File: src/rtl/lbu_pkg.sv
package lbu_pkg;

    localparam int STATUS_W = 4;

    typedef enum logic [STATUS_W-1:0] {
        ST_STANDBY     = 4'h0,
        ST_WAIT_SIGNAL = 4'h1,
        ST_WAIT_CDR    = 4'h2,
        ST_WAIT_FREQ   = 4'h3,
        ST_WAIT_COMMA  = 4'h4,
        ST_WAIT_PACKET = 4'h5,
        ST_WAIT_TSINIT = 4'h6,
        ST_OPERATIONAL = 4'h8,
        ST_ERR_RX      = 4'hc,
        ST_ERR_TSCHK   = 4'hd,
        ST_ERR_PHY     = 4'he
    } lbu_state_e;

    typedef struct packed {
        logic sig;
        logic cdr;
        logic freq;
        logic comma;
        logic pkt;
        logic tsinit;
        logic dec_err;
        logic ts_bad;
    } lbu_flags_t;

endpackage

File: src/rtl/lbu_next_state.sv
module lbu_next_state
    import lbu_pkg::*;
(
    input  lbu_state_e cur,
    input  logic       enable,
    input  logic       sw_reset,
    input  lbu_flags_t fl,
    output lbu_state_e nxt
);

    logic phy_fault;

    always_comb begin
        phy_fault = !fl.sig || !fl.cdr;
        nxt = cur;
        if (!enable || sw_reset) begin
            nxt = ST_STANDBY;
        end else begin
            unique case (cur)
                ST_STANDBY:     nxt = ST_WAIT_SIGNAL;
                ST_WAIT_SIGNAL: if (fl.sig) nxt = ST_WAIT_CDR;
                ST_WAIT_CDR: begin
                    if (!fl.sig)     nxt = ST_WAIT_SIGNAL;
                    else if (fl.cdr) nxt = ST_WAIT_FREQ;
                end
                ST_WAIT_FREQ: begin
                    if (phy_fault)    nxt = ST_ERR_PHY;
                    else if (fl.freq) nxt = ST_WAIT_COMMA;
                end
                ST_WAIT_COMMA: begin
                    if (phy_fault)     nxt = ST_ERR_PHY;
                    else if (fl.comma) nxt = ST_WAIT_PACKET;
                end
                ST_WAIT_PACKET: begin
                    if (phy_fault)       nxt = ST_ERR_PHY;
                    else if (fl.dec_err) nxt = ST_ERR_RX;
                    else if (fl.pkt)     nxt = ST_WAIT_TSINIT;
                end
                ST_WAIT_TSINIT: begin
                    if (phy_fault)       nxt = ST_ERR_PHY;
                    else if (fl.dec_err) nxt = ST_ERR_RX;
                    else if (fl.tsinit)  nxt = ST_OPERATIONAL;
                end
                ST_OPERATIONAL: begin
                    if (phy_fault)       nxt = ST_ERR_PHY;
                    else if (fl.dec_err) nxt = ST_ERR_RX;
                    else if (fl.ts_bad)  nxt = ST_ERR_TSCHK;
                end
                ST_ERR_RX, ST_ERR_TSCHK, ST_ERR_PHY: nxt = cur;
                default: nxt = ST_STANDBY;
            endcase
        end
    end

endmodule

File: src/rtl/lbu_status_out.sv
module lbu_status_out
    import lbu_pkg::*;
(
    input  lbu_state_e          cur,
    output logic [STATUS_W-1:0] status,
    output logic                ready
);

    always_comb begin
        status = cur;
        ready  = 1'b0;
        unique case (cur)
            ST_OPERATIONAL: ready = 1'b1;
            default:        ready = 1'b0;
        endcase
    end

endmodule

File: src/rtl/link_bringup_fsm.sv
module link_bringup_fsm
    import lbu_pkg::*;
(
    input  logic       clk,
    input  logic       rst_n,
    input  logic       enable,
    input  logic       sw_reset,
    input  logic       sig_present,
    input  logic       cdr_locked,
    input  logic       freq_good,
    input  logic       comma_aligned,
    input  logic       packet_good,
    input  logic       ts_initialised,
    input  logic       decode_err,
    input  logic       ts_mismatch,
    output logic [3:0] status,
    output logic       ready
);

    lbu_state_e state_q;
    lbu_state_e state_d;
    lbu_flags_t flags;

    always_comb begin
        flags.sig     = sig_present;
        flags.cdr     = cdr_locked;
        flags.freq    = freq_good;
        flags.comma   = comma_aligned;
        flags.pkt     = packet_good;
        flags.tsinit  = ts_initialised;
        flags.dec_err = decode_err;
        flags.ts_bad  = ts_mismatch;
    end

    lbu_next_state u_next (
        .cur      (state_q),
        .enable   (enable),
        .sw_reset (sw_reset),
        .fl       (flags),
        .nxt      (state_d)
    );

    always_ff @(posedge clk or negedge rst_n) begin
        if (!rst_n) state_q <= ST_STANDBY;
        else        state_q <= state_d;
    end

    lbu_status_out u_out (
        .cur    (state_q),
        .status (status),
        .ready  (ready)
    );

    logic run_ok;
    logic locked_code;
    logic err_code;
    always_comb begin
        run_ok      = enable && !sw_reset;
        locked_code = (status >= 4'h3) && (status <= 4'h8) && (status != 4'h7);
        err_code    = (status == 4'hc) || (status == 4'hd) || (status == 4'he);
    end

    assert_disable_R2: assert property (@(posedge clk) disable iff (!rst_n)
        !enable |=> status == 4'h0);

    assert_swreset_R3: assert property (@(posedge clk) disable iff (!rst_n)
        sw_reset |=> status == 4'h0);

    assert_hold_signal_R5: assert property (@(posedge clk) disable iff (!rst_n)
        (run_ok && status == 4'h1 && !sig_present) |=> status == 4'h1);

    assert_phy_fault_R7: assert property (@(posedge clk) disable iff (!rst_n)
        (run_ok && locked_code && (!sig_present || !cdr_locked)) |=> status == 4'he);

    assert_ts_check_R9: assert property (@(posedge clk) disable iff (!rst_n)
        (run_ok && ready && sig_present && cdr_locked && !decode_err && ts_mismatch)
        |=> status == 4'hd);

    assert_ready_entry_R10: assert property (@(posedge clk) disable iff (!rst_n)
        $rose(ready) |-> $past(status) == 4'h6);

    assert_sticky_R11: assert property (@(posedge clk) disable iff (!rst_n)
        (run_ok && err_code) |=> $stable(status));

endmodule

File: config.mk
export PLATFORM = sky130hd
export DESIGN_NAME = link_bringup_fsm
export DESIGN_NICKNAME = d
export VERILOG_FILES = /design/src/rtl/lbu_pkg.sv /design/src/rtl/lbu_next_state.sv /design/src/rtl/lbu_status_out.sv /design/src/rtl/link_bringup_fsm.sv
export SDC_FILE = /design/constraint.sdc
export NUM_CORES = 1
export LEC_CHECK = 0
export ABC_AREA = 1
export BUFFER_PORTS_ARGS = -buffer_cell sky130_fd_sc_hd__buf_2
export CORE_AREA = 3 3 40 42
export CTS_CLUSTER_DIAMETER = 50
export DETAILED_ROUTE_END_ITERATION = 10
export DIE_AREA = 0 0 43 45
export GPL_TIMING_DRIVEN = 0
export SLEW_MARGIN = 30
export SYNTH_ARGS = -nofsm -noshare
export SYNTH_HDL_FRONTEND = slang
export SYNTH_SLANG_ARGS = --single-unit
File: constraint.sdc
create_clock -name clk -period 1.9 [get_ports clk]
set_clock_uncertainty 0.05 [all_clocks]
set_input_delay 0.285 -clock clk [delete_from_list [all_inputs] [get_ports clk]]
set_output_delay 0.285 -clock clk [all_outputs]
set_load 0.005 [all_outputs]
======== Yosys cells after proc, flatten, opt, wreduce, memory -nomap -nowiden ========
Cells that the tools add are included.
Widths: inputs -> output; s select.
storage, ports and cells
  flip-flop bits (word level) ............. 4
  input port bits ......................... 12
  logic and storage cells ................. 46
cells by class
  equal/unequal tests ..................... 18
  reduce and logical (&&, ||, !) cells .... 8
  muxes and demuxes ....................... 19
operators by type and width
  cell                number
  $mux 4              17
  $pmux 4 s9          1
  $eq 4x4->1 const B  4
  $ne 5x3->1 const B  3
  $eq 4x3->1 const B  3
  $eq 4x2->1 const B  2
  $ne 4x2->1 const B  2
  $reduce_and 8->1    1
  $eq 4x1->1 const B  1
  $logic_not 4->1     1
  $ne 4x3->1 const B  1
  $logic_not 1->1     3
  $ne 3x2->1 const B  1
  $reduce_or 3->1     1
  $logic_or 1x1->1    2
  $ne 2x1->1 const B  1
  $mux 1              1

======== Logic depth before layout (Yosys ltp) ========
Gate-level depths: netlist of run 1.
  word-level depth ........................ 5
  gate-level depth with buffers ........... 9
  mapped depth without buffers ............ 9

======== By module ========
From an unflattened synthesis of run 1, not the netlist that was laid out.
second synthesis, totals
  cells, all modules ...................... 110
  area, all modules ....................... 591.8 sq um
by module, submodules not included
  module            area an instance (sq um)  cells each  sequential area each (sq um)  times used
  lbu_next_state    439.2                     96          0.0                           1
  link_bringup_fsm  100.1                     4           100.1                         1
  lbu_status_out    52.6                      10          0.0                           1

======== Worst setup path before layout of run 1 ========
OpenSTA, ideal clock, no wires.
  path type ............................... register to register
  from .................................... register state_q[3]
  to ...................................... register state_q[0]
  buffers on the path ..................... 0
  cell stages (with the launch flop) ...... 8
  setup slack ............................. 0.618 ns
  data arrival time ....................... 1.166 ns
  required time ........................... 1.784 ns
  cells stage by stage .................... dfrtp_1 > nor2_2 > nand4_1 > nand2_1 > nor2_4 > nand2_4 > nand3_1 > nand2_1
between the ends
  longest elaborated chain between the ends .. 4
ends and longest elaborated chain
  element                                            RTL line                source
  start, declared                                    link_bringup_fsm.sv:20  lbu_state_e state_q;
  start signal, assigned                             link_bringup_fsm.sv:45  else state_q <= state_d;
  $eq 4x4->1                                         lbu_next_state.sv:19    unique case (cur)
  $reduce_or 3->1                                    lbu_next_state.sv:19
  $pmux 4 s9 / $ne 2x1->1 (equally long branches)    --
  $mux 4 / $reduce_and 8->1 (equally long branches)  --
Several ways; a longest one is shown, not always the timed one.
A chain may end at the register's enable or synchronous reset.

======== Worst setup path after layout of run 1 ========
  from .................................... register state_q[2]
  to ...................................... output ready
between the ends
  longest elaborated chain between the ends .. 2
ends and longest elaborated chain
  element        RTL line                source
  $eq 4x4->1     lbu_status_out.sv:12    unique case (cur)
  $mux 1         lbu_status_out.sv:12
  end, declared  link_bringup_fsm.sv:17  output logic ready
No other way between the ends.

==> results of run 1 <==
[through the flow]
stage	area [µm²]	std cells	hold slack [ns]	total power [mW]	setup WS (ns)
finish	659	124	0.298	0.264	0.288
global route	659	124	0.294	0.291	0.216
CTS	659	124	0.294	0.268	0.286
detailed placement	627	120	0.0464	0.157	0.483
global placement	627	120	0.0423	0.157	0.495
floorplan	528	89	-0.0606	0.132	0.618
[final cells by class]
| class | count | area, µm² | share of cell area (%) |
|---|---|---|---|
| clock buffer | 3 | 22.5 | 3.42 |
| inverter | 14 | 52.6 | 7.97 |
| multi-input combinational | 71 | 375 | 56.9 |
| sequential | 4 | 100 | 15.2 |
| tap | 15 | 18.8 | 2.85 |
| timing repair buffer | 17 | 90.1 | 13.7 |
[critical path, stage by stage, from the launching register on]
cell and delay [ns]:
dfrtp_1 0.44, inv_1 0.16, nand2_1 0.11, nor2_4 0.18
buf_2 0.14
[power groups by stage]
stage,Clock [mW],Sequential (mW),Combinational (mW)
CTS,0.111,0.0936,0.0638
global placement,0,0.0947,0.0619
detailed placement,0,0.0948,0.0619
finish,0.107,0.0938,0.0637
global route,0.124,0.0944,0.0730
floorplan,0,0.0937,0.0383
[layout by cell type, fill, tap and decap left out]
cell / Yosys / routed
nor2_2: 2 / 2
nor3_1: 1 / 1
inv_1: 12 / 12
o211ai_1: 1 / 1
dfrtp_1: 4 / 4
nand3_1: 10 / 10
nand3b_1: 2 / 2
clkinv_1: 1 / 1
nand2_4: 2 / 2
nor2_1: 11 / 11
a21oi_1: 1 / 1
nand2_2: 1 / 1
nand4_1: 8 / 8
nor2_4: 3 / 3
buf_2: 0 / 16
nand3_2: 2 / 2
nand2_1: 26 / 26
inv_2: 1 / 1
clkbuf_4: 0 / 3
o32ai_1: 1 / 1
dlygate4sd3_1: 0 / 1
[worst max path at each step]
stage,slack [ns],cells past startpoint,endpoint
after floorplan,0.62,7,state_q[0]
after global placement,0.50,6,state_q[1]
after detailed placement,0.48,7,state_q[2]
after CTS,0.29,4,ready
after global routing,0.22,4,ready
final,0.29,4,ready
[logic make-up (layout without fill, tap and decap cells)]
kind of cell           count (synthesis)  after routing  synth area share [%]
and+or+nand+nor                       68             68                  67.1
buffers and inverters                 14             34                  9.95
DFF                                    4              4                  19.0
AOI/OAI and AO/OA                      3              3                  4.03
[routing by layer]
metal | GRT usage (%) | vias to the layer above
li1 | - | 334
met1 | 21.7 | 269
met2 | 26.9 | 23
met3 | 5.18 | 0
met4 | 1.81 | 0
met5 | 0 | -
==> key figures, run 1 <==
Timing
  • # setup viols final: 0
  • Final cycle utilization of the critical path: ~85%
  • RSZ-0062 raised after global routing: no
  • Max Transition Viols Final: 0
  • Fin crit period: between 1.5 and 2 ns
  • Final Hold Viols: 0
  • Max_slew headroom: roughly 70%
  • Max Fclk: a little over 600 MHz
  • Worst Tran Pin Value: 0.445 ns
  • Final TNS setup: 0 ns

GRT
  • Vias in the first global route: around 560
  • Total gr overflow: 0
  • GRT Util Overall: approximately 16%
  • Initial antenna violation count: 0
  • First-pass GRT wire length: ~2400 µm
  • Largest net degree at the start of global routing: 10

Power
  • Switching share of total power: a little over 30%
  • Reg power frac: a little over a third
  • NetSw: approximately 0.08 mW
  • Leakage power: 0.389 nW
  • Internal power: about 0.18 mW
  • Pwr dens: around 400 nW/µm²
  • Clk pwr share: slightly above 40%
  • Worst vdd ir: roughly 0.23 mV
  • Combinational Power Share: 24.1%

Min path
  • Cells on Worst Hold Path: 4
  • HP Class: in -> reg
  • Worst hold start: sw_reset
  • Hold Path End: state_q[3]

Logic synthesis
  • Net count after synthesis: ~100
  • Top-count cell post-synth: nand2_1
  • Sequential share of the synthesized area: between 10% and 20%
  • Cell Area, Synth: between 500 and 600 µm²
  • Ys async rst share: 100%
  • Flops & latches, synth: 4
  • Mapped Cells: between 80 and 90
  • EDFF count, synth: 0
  • Synth Warn #: 0
  • Syn_area_per_cell: 5.93 µm²
  • Dominant cells by area after synthesis: dfrtp_1, nand2_1, nand3_1, nand4_1, inv_1
  • Post-synth top area share: around a fifth
  • Leading area contributor after synthesis: dfrtp_1
  • Main synth FF type: dfrtp_1
  • Top cells by count, synth: nand2_1, inv_1, nor2_1
  • Post-synthesis cell type count: 18

Die
  • Die Ht: between 40 and 50 µm
  • Num ports: 17
  • Initial core utilization: between 40% and 50%
  • Die Area: 1940 µm²
  • # rows: 13
  • Die width: roughly 43 µm
  • Core box area: approximately 1300 µm²

Final layout
  • Max reg flops: 4
  • Biggest register: state_q
  • Layout Nets: approximately 120
  • P&R area growth vs syn: 24.9%
  • Layout filler cell count: roughly 130
  • Largest regs: state_q (4)
  • Final Util: between 50% and 60%
  • Layout cell share with drive strength beyond 1: around 28%
  • Antenna Cells: 0

Worst setup path
  • Worst setup path startpoint: state_q[2]
  • R2r setup slk: approximately 0.47 ns
  • RR Endpoint: state_q[2]
  • Cell count of the worst reg-to-reg path: 7
  • Critical path startpoint category: flop
  • Worst path required time: 1.56 ns
  • CP max FO: 6
  • Critical path arrival: about 1.3 ns
  • Worst r2r src: state_q[3]
  • CP Class: reg -> out
  • Setup crit end kind: output port

Clock tree
  • TritonCTS clock tree: yes
  • Root Driver: clkbuf_4
  • H-tree lvl count: 1
  • Reg clk slew, reported paths: roughly 0.040 ns
  • CTS Sinks: 4
  • Cts hold-fix bufs: 1
  • Clock Latency Late Sink: about 0.24 ns
  • Post-CTS Resized: 0
  • Post-CTS setup buffer count: 0
  • Clock buffer depth: 2
  • CTS Buf Count: 3

Drt
  • Iteration-0 DRC count of the detailed router: 30
  • Top Layer Used: met3
  • Antenna Nets Post-Route: 0
  • Routed len/inst: 11.0 µm
  • Vias: 626
  • DR WL met3: 87 µm
  • # DRC: 0
  • DR WL met2: between 600 and 700 µm
  • Routed WL: about 1400 µm
  • DRT Pass-1 Iters: 4
  • Via density: about 5.0
  • WL met1: 641 µm

Place
  • Number of port buffers: 16
  • Detailed placement HPWL: ~1100 µm
  • GPL Wtd Cong: approximately 0.8

Outcome
  • Status: finished clean

Job
  • Max-cap violations: 0
(Power assumes the default switching activity.)
==> run 2: changes to the inputs <==
- clock period: 1.9 -> 1.5 ns (I/O delays scaled with it)
==> run 2 against run 1 <==
  * Combinational power increased by 34%
  * Worst setup slack worse by 0.24 ns
  * Utilization rose by 2.7 points
  * Sequential power increased by 29%
  * Critical path depth is the same
  * Non-clock buffer count up 2
  * Clock power increased by 30%
  * Highest routed layer unchanged
  * Final cell count is 1.6% higher
  * Sequential share of layout area about the same
  * Sequential cell count unchanged
==> key figures, run 2 (same netlist as run 1, synthesis figures left out) <==
Timing
  • Max Transition Viols Final: 0
  • Worst setup margin: around 0.050 ns
  • Final cycle utilization of the critical path: ~97%
  • Fin crit period: 1.45 ns
  • Final Hold Viols: 0
  • Max_slew headroom: between 60% and 70%
  • Max Fclk: just under 700 MHz
  • # setup viols final: 0
  • Hold slack: 0.231 ns
  • Worst Tran Pin Value: approximately 0.46 ns
  • Final TNS setup: 0 ns

Min path
  • Cells on Worst Hold Path: 4
  • Hold Path End: state_q[3]
  • Worst hold start: sw_reset
  • HP Class: in -> reg

GRT
  • First-pass GRT wire length: approximately 2400 µm
  • Total gr overflow: 0
  • Initial antenna violation count: 0
  • Largest net degree at the start of global routing: 10
  • Vias in the first global route: 556
  • GRT Util Overall: between 10% and 20%

Drt
  • Routed len/inst: 11.4 µm
  • Iteration-0 DRC count of the detailed router: 19
  • Antenna Nets Post-Route: 0
  • Via density: around 5.1
  • Routed WL: about 1400 µm
  • DRT Pass-1 Iters: 4
  • Vias: 640
  • # DRC: 0

Power
  • Internal power: approximately 0.24 mW
  • Leakage power: 0.397 nW
  • NetSw: between 0.1 and 0.15 mW
  • Reg power frac: roughly a third
  • Switching share of total power: a little under a third
  • Clk pwr share: about two fifths
  • Pwr dens: between 400 and 500 nW/µm²
  • Combinational Power Share: about a quarter
  • Worst vdd ir: around 0.28 mV

Job
  • Max-cap violations: 0

Clock tree
  • TritonCTS clock tree: yes
  • Clock buffer depth: 2
  • H-tree lvl count: 1
  • Root Driver: clkbuf_4
  • Reg clk slew, reported paths: ~0.040 ns
  • CTS Buf Count: 3
  • Clock Latency Late Sink: approximately 0.24 ns
  • CTS Sinks: 4

Final layout
  • Layout cell share with drive strength beyond 1: a little under 40%
  • Commonest non-fill, non-tap cell in the layout: nand2_1
  • Most frequent cells in the layout: nand2_1, buf_2, nand3_1
  • Biggest register: state_q
  • Layout Nets: roughly 130
  • Max reg flops: 4
  • P&R area growth vs syn: 31.5%
  • Antenna Cells: 0
  • Largest regs: state_q (4)

Die
  • Die Ht: 45 µm
  • Core box area: about 1300 µm²
  • Die width: between 40 and 50 µm
  • Num ports: 17
  • Die Area: 1940 µm²
  • # rows: 13
  • Initial core utilization: between 40% and 50%

Outcome
  • Status: finished clean

Worst setup path
  • CP delay by family, top: flip-flops
  • CP Depth: 4
  • Worst path required time: between 1 and 1.5 ns
  • CP cell instances: inv_2 > nand2_2 > nor2_4 > buf_2
  • RR Endpoint: state_q[1]
  • Crit-path max cell delay: about 0.46 ns
  • Cell count of the worst reg-to-reg path: 9
  • Critical path arrival: around 1.2 ns
  • Setup crit end kind: output port
  • R2r setup slk: 0.13 ns
  • CP max FO: 6
  • CP Class: reg -> out
  • Buf/Inv on CP: 2
  • Slowest-stage cell, CP: dfrtp_2
  • Worst r2r src: state_q[3]
  • Critical path startpoint category: flop

Place
  • GPL Wtd Cong: roughly 0.81
  • Setup Slack @ Placement: roughly 0.083 ns
  • Number of port buffers: 16
  • Detailed placement HPWL: approximately 1100 µm
run 2: cell types whose count changed in the layout (fill, tap and decap cells not counted), sizes merged:
cell  delta
buf      +2
run 2: layer usage:
| layer | global-route usage [%] | vias to the layer above | part of all wire [%] | routed length, µm |
|---|---|---|---|---|
| met5 | 0 | - | 0 | 0 |
| met2 | 26.9 | 25 | 46 | 659 |
| met4 | 1.81 | 0 | 0 | 0 |
| li1 | - | 341 | - | - |
| met1 | 21.7 | 274 | 45 | 638 |
| met3 | 5.18 | 0 | 9.3 | 133 |
run 2: power by group through the flow:
stage | clock [mW] | combinational, mW | sequential (mW)
4_1_cts | 0.140 | 0.0808 | 0.119
3_5_place_dp | 0 | 0.0784 | 0.120
5_1_grt | 0.157 | 0.0969 | 0.122
3_3_place_gp | 0 | 0.0785 | 0.120
2_1_floorplan | 0 | 0.0485 | 0.119
6_report | 0.139 | 0.0851 | 0.121
run 2: how the worst max path moves through the flow:
stage,end,from
global route,ready,state_q[1]
floorplan,state_q[0],state_q[3]
global placement,state_q[1],state_q[3]
detailed placement,state_q[2],state_q[3]
finish,ready,state_q[2]
CTS,ready,state_q[3]
run 2: repair_timing:
| item | in CTS | in global routing |
|---|---|---|
| endpoints found under the hold margin | 4 | 0 |
| resized for setup | 2 | 10 |
| buffers inserted | 0 | 2 |
| pin swaps | 0 | 1 |
| hold buffers | 1 | 0 |
| gates cloned | 0 | 0 |
| setup endpoints to repair | 1 | 4 |
run 2: layout make-up:
type                       count  area [µm²]
inverter                      14        52.6
clock buffer                   3        22.5
tap                           15        18.8
sequential                     4         105
multi-input combinational     71         390
fill                         135         591
timing repair buffer          19         105
run 2: through the flow:
stage	instance area (µm²)	utilization [%]	total power [mW]	cells
3_3_place_gp	627	48.8	0.198	120
2_1_floorplan	528	-	0.167	89
5_1_grt	694	54.0	0.375	126
6_report	694	54.0	0.345	126
3_5_place_dp	627	48.8	0.198	120
4_1_cts	661	51.4	0.340	124
run 2: worst register-to-register path, stage by stage (launching register included):
cell and delay, ns:
dfrtp_2 0.48, inv_1 0.08, nand2_1 0.10, nor2_2 0.14, nand2_1 0.07, nand3_2 0.08
nand2_4 0.08, nand2_4 0.07, nand3_1 0.06, nand2_1 0.08
==> run 3: changes to the inputs <==
- BUFFER_PORTS_ARGS: -buffer_cell sky130_fd_sc_hd__buf_2 -> not set
- DONT_BUFFER_PORTS: not set -> 1
- clock period: 1.5 -> 1.3 ns (I/O delays scaled with it)
==> run 3 against run 2 <==
  * Sequential power up 19%
  * Die area unchanged
  * Total power up 11%
  * Utilization down 1.9 points
  * Critical path depth up 5
  * The run now ends with negative setup slack left
  * Final cell count down 10%
  * Global-route usage down 0.15 points
  * Clock-buffer cell count unchanged
==> key figures, run 3 (same netlist as run 1, synthesis figures left out) <==
Power
  • NetSw: roughly 0.12 mW
  • Reg power frac: a little under two fifths
  • Pwr dens: ~570 nW/µm²
  • Worst vdd ir: a little under 0.4 mV
  • Combinational Power Share: between 20% and 30%
  • Total chip power: ~0.38 mW
  • Switching share of total power: between 30% and 40%
  • Internal power: between 0.2 and 0.3 mW
  • Leakage power: approximately 0.34 nW
  • Clk pwr share: about two fifths

Place
  • GPL Wtd Cong: slightly above 0.8
  • Detailed placement HPWL: about 1100 µm
  • Number of port buffers: 0
  • Placed inst area: 547 µm²

GRT
  • Largest net degree at the start of global routing: 10
  • Total gr overflow: 0
  • GRT Util Overall: about 16%
  • Vias in the first global route: 570
  • First-pass GRT wire length: roughly 2400 µm
  • Initial antenna violation count: 0

Worst setup path
  • CP Class: reg -> reg
  • Critical path startpoint category: flop
  • Worst path required time: 1.41 ns
  • Critical path arrival: approximately 1.5 ns
  • Worst r2r src: state_q[2]
  • Worst setup path startpoint: state_q[2]
  • CP max FO: 6
  • Setup crit end kind: flop

Clock tree
  • Clock Latency Late Sink: 0.23 ns
  • Reg clk slew, reported paths: around 0.04 ns
  • CTS Buf Count: 3
  • Root Driver: clkbuf_4
  • TritonCTS clock tree: yes
  • Clock buffer depth: 2
  • H-tree lvl count: 1
  • CTS Sinks: 4

Die
  • Die Ht: 45 µm
  • Die width: ~43 µm
  • Initial core utilization: around 41%
  • # rows: 13
  • Core box area: ~1300 µm²
  • Num ports: 17
  • Die Area: 1940 µm²

Job
  • Max-cap violations: 0

Timing
  • Final cycle utilization of the critical path: 105%
  • Max Fclk: between 700 and 800 MHz
  • Max Transition Viols Final: 0
  • # setup viols final: 5
  • Worst setup margin: -0.0652 ns
  • Max_slew headroom: around 68%
  • Final Hold Viols: 0
  • Fin crit period: roughly 1.4 ns
  • RSZ-0062 raised after global routing: yes
  • Worst Tran Pin Value: between 0.4 and 0.5 ns
  • Final TNS setup: -0.211 ns

Final layout
  • Largest regs: state_q (4)
  • Layout Nets: 112
  • Final Util: about 52%
  • Antenna Cells: 0
  • Most frequent cells in the layout: nand2_1, inv_1, nand4_1, nand3_1
  • Max reg flops: 4
  • P&R area growth vs syn: 26.8%
  • Biggest register: state_q
  • Final Cell Area: around 670 µm²
  • Layout cell share with drive strength beyond 1: between 30% and 40%
  • Commonest non-fill, non-tap cell in the layout: nand2_1

Drt
  • Iteration-0 DRC count of the detailed router: 10
  • Vias: 609
  • DRT Pass-1 Iters: 4
  • Routed len/inst: roughly 12 µm
  • Antenna Nets Post-Route: 0
  • # DRC: 0
  • Via density: around 5.4
  • Routed WL: 1400 µm

Outcome
  • Failing checks: negative setup slack
  • Status: finished with violations

Min path
  • HP Class: in -> reg
  • Worst hold start: sw_reset
==> run 3: cell types whose count changed in the layout (fill, tap and decap cells not counted), sizes merged <==
cell | before | now
buf | 18 | 5
==> run 3: final timing paths <==
path                                   end  slack, ns  depth (start not counted)
worst max register to register  state_q[1]      -0.07                          9
max in group asynchronous       state_q[3]       0.82                          1
worst max-delay path            state_q[1]      -0.07                          9
min in group asynchronous       state_q[0]       0.19                          1
worst min-delay path            state_q[3]       0.12                          3
worst min register to register  state_q[1]       0.61                          2
==> run 3: repair_timing <==
item	4_1_cts	5_1_grt
endpoints found under the hold margin	4	0
endpoints found under the setup margin	5	5
gates resized for setup	13	11
pin swaps	3	6
setup buffers	3	2
cloned	0	0
hold buffers	1	0
==> run 3: final cells by class <==
| cell class | count | area, µm² |
|---|---|---|
| inverter | 14 | 60.1 |
| multi-input combinational | 71 | 415 |
| timing repair buffer | 6 | 47.5 |
| sequential | 4 | 105 |
| clock buffer | 3 | 22.5 |
| fill | 140 | 616 |
| tap | 15 | 18.8 |
==> run 3: worst max-delay path: stages (launching register included) <==
cell     delay (ns)
dfrtp_2        0.48
inv_4          0.11
nand2_2        0.07
nor2_4         0.19
nand2_1        0.07
nand2_1        0.06
nor2_1         0.04
nand2_1        0.06
nand4_1        0.08
nand2_1        0.09
==> run 3: layer usage <==
metal	GRT usage, %	share of wire, %
met5	0	0
met4	4.82	0
met2	26.0	47
met3	4.78	8.5
met1	21.1	45
==> run 3: through the flow <==
stage	setup WS, ns	std cells	hold slack, ns
4_1_cts	-0.0398	111	0.110
6_report	-0.0652	113	0.116
5_1_grt	-0.175	113	0.156
3_3_place_gp	-0.129	104	-0.151
3_5_place_dp	-0.142	104	-0.151
2_1_floorplan	0.0178	89	-0.151
==> run 3: power groups by stage <==
stage	Clock, mW	Combinational (mW)	Sequential (mW)
6_report	0.152	0.0857	0.144
5_1_grt	0.167	0.0974	0.145
4_1_cts	0.161	0.0778	0.140
3_5_place_dp	0	0.0664	0.140
3_3_place_gp	0	0.0665	0.140
2_1_floorplan	0	0.0560	0.137
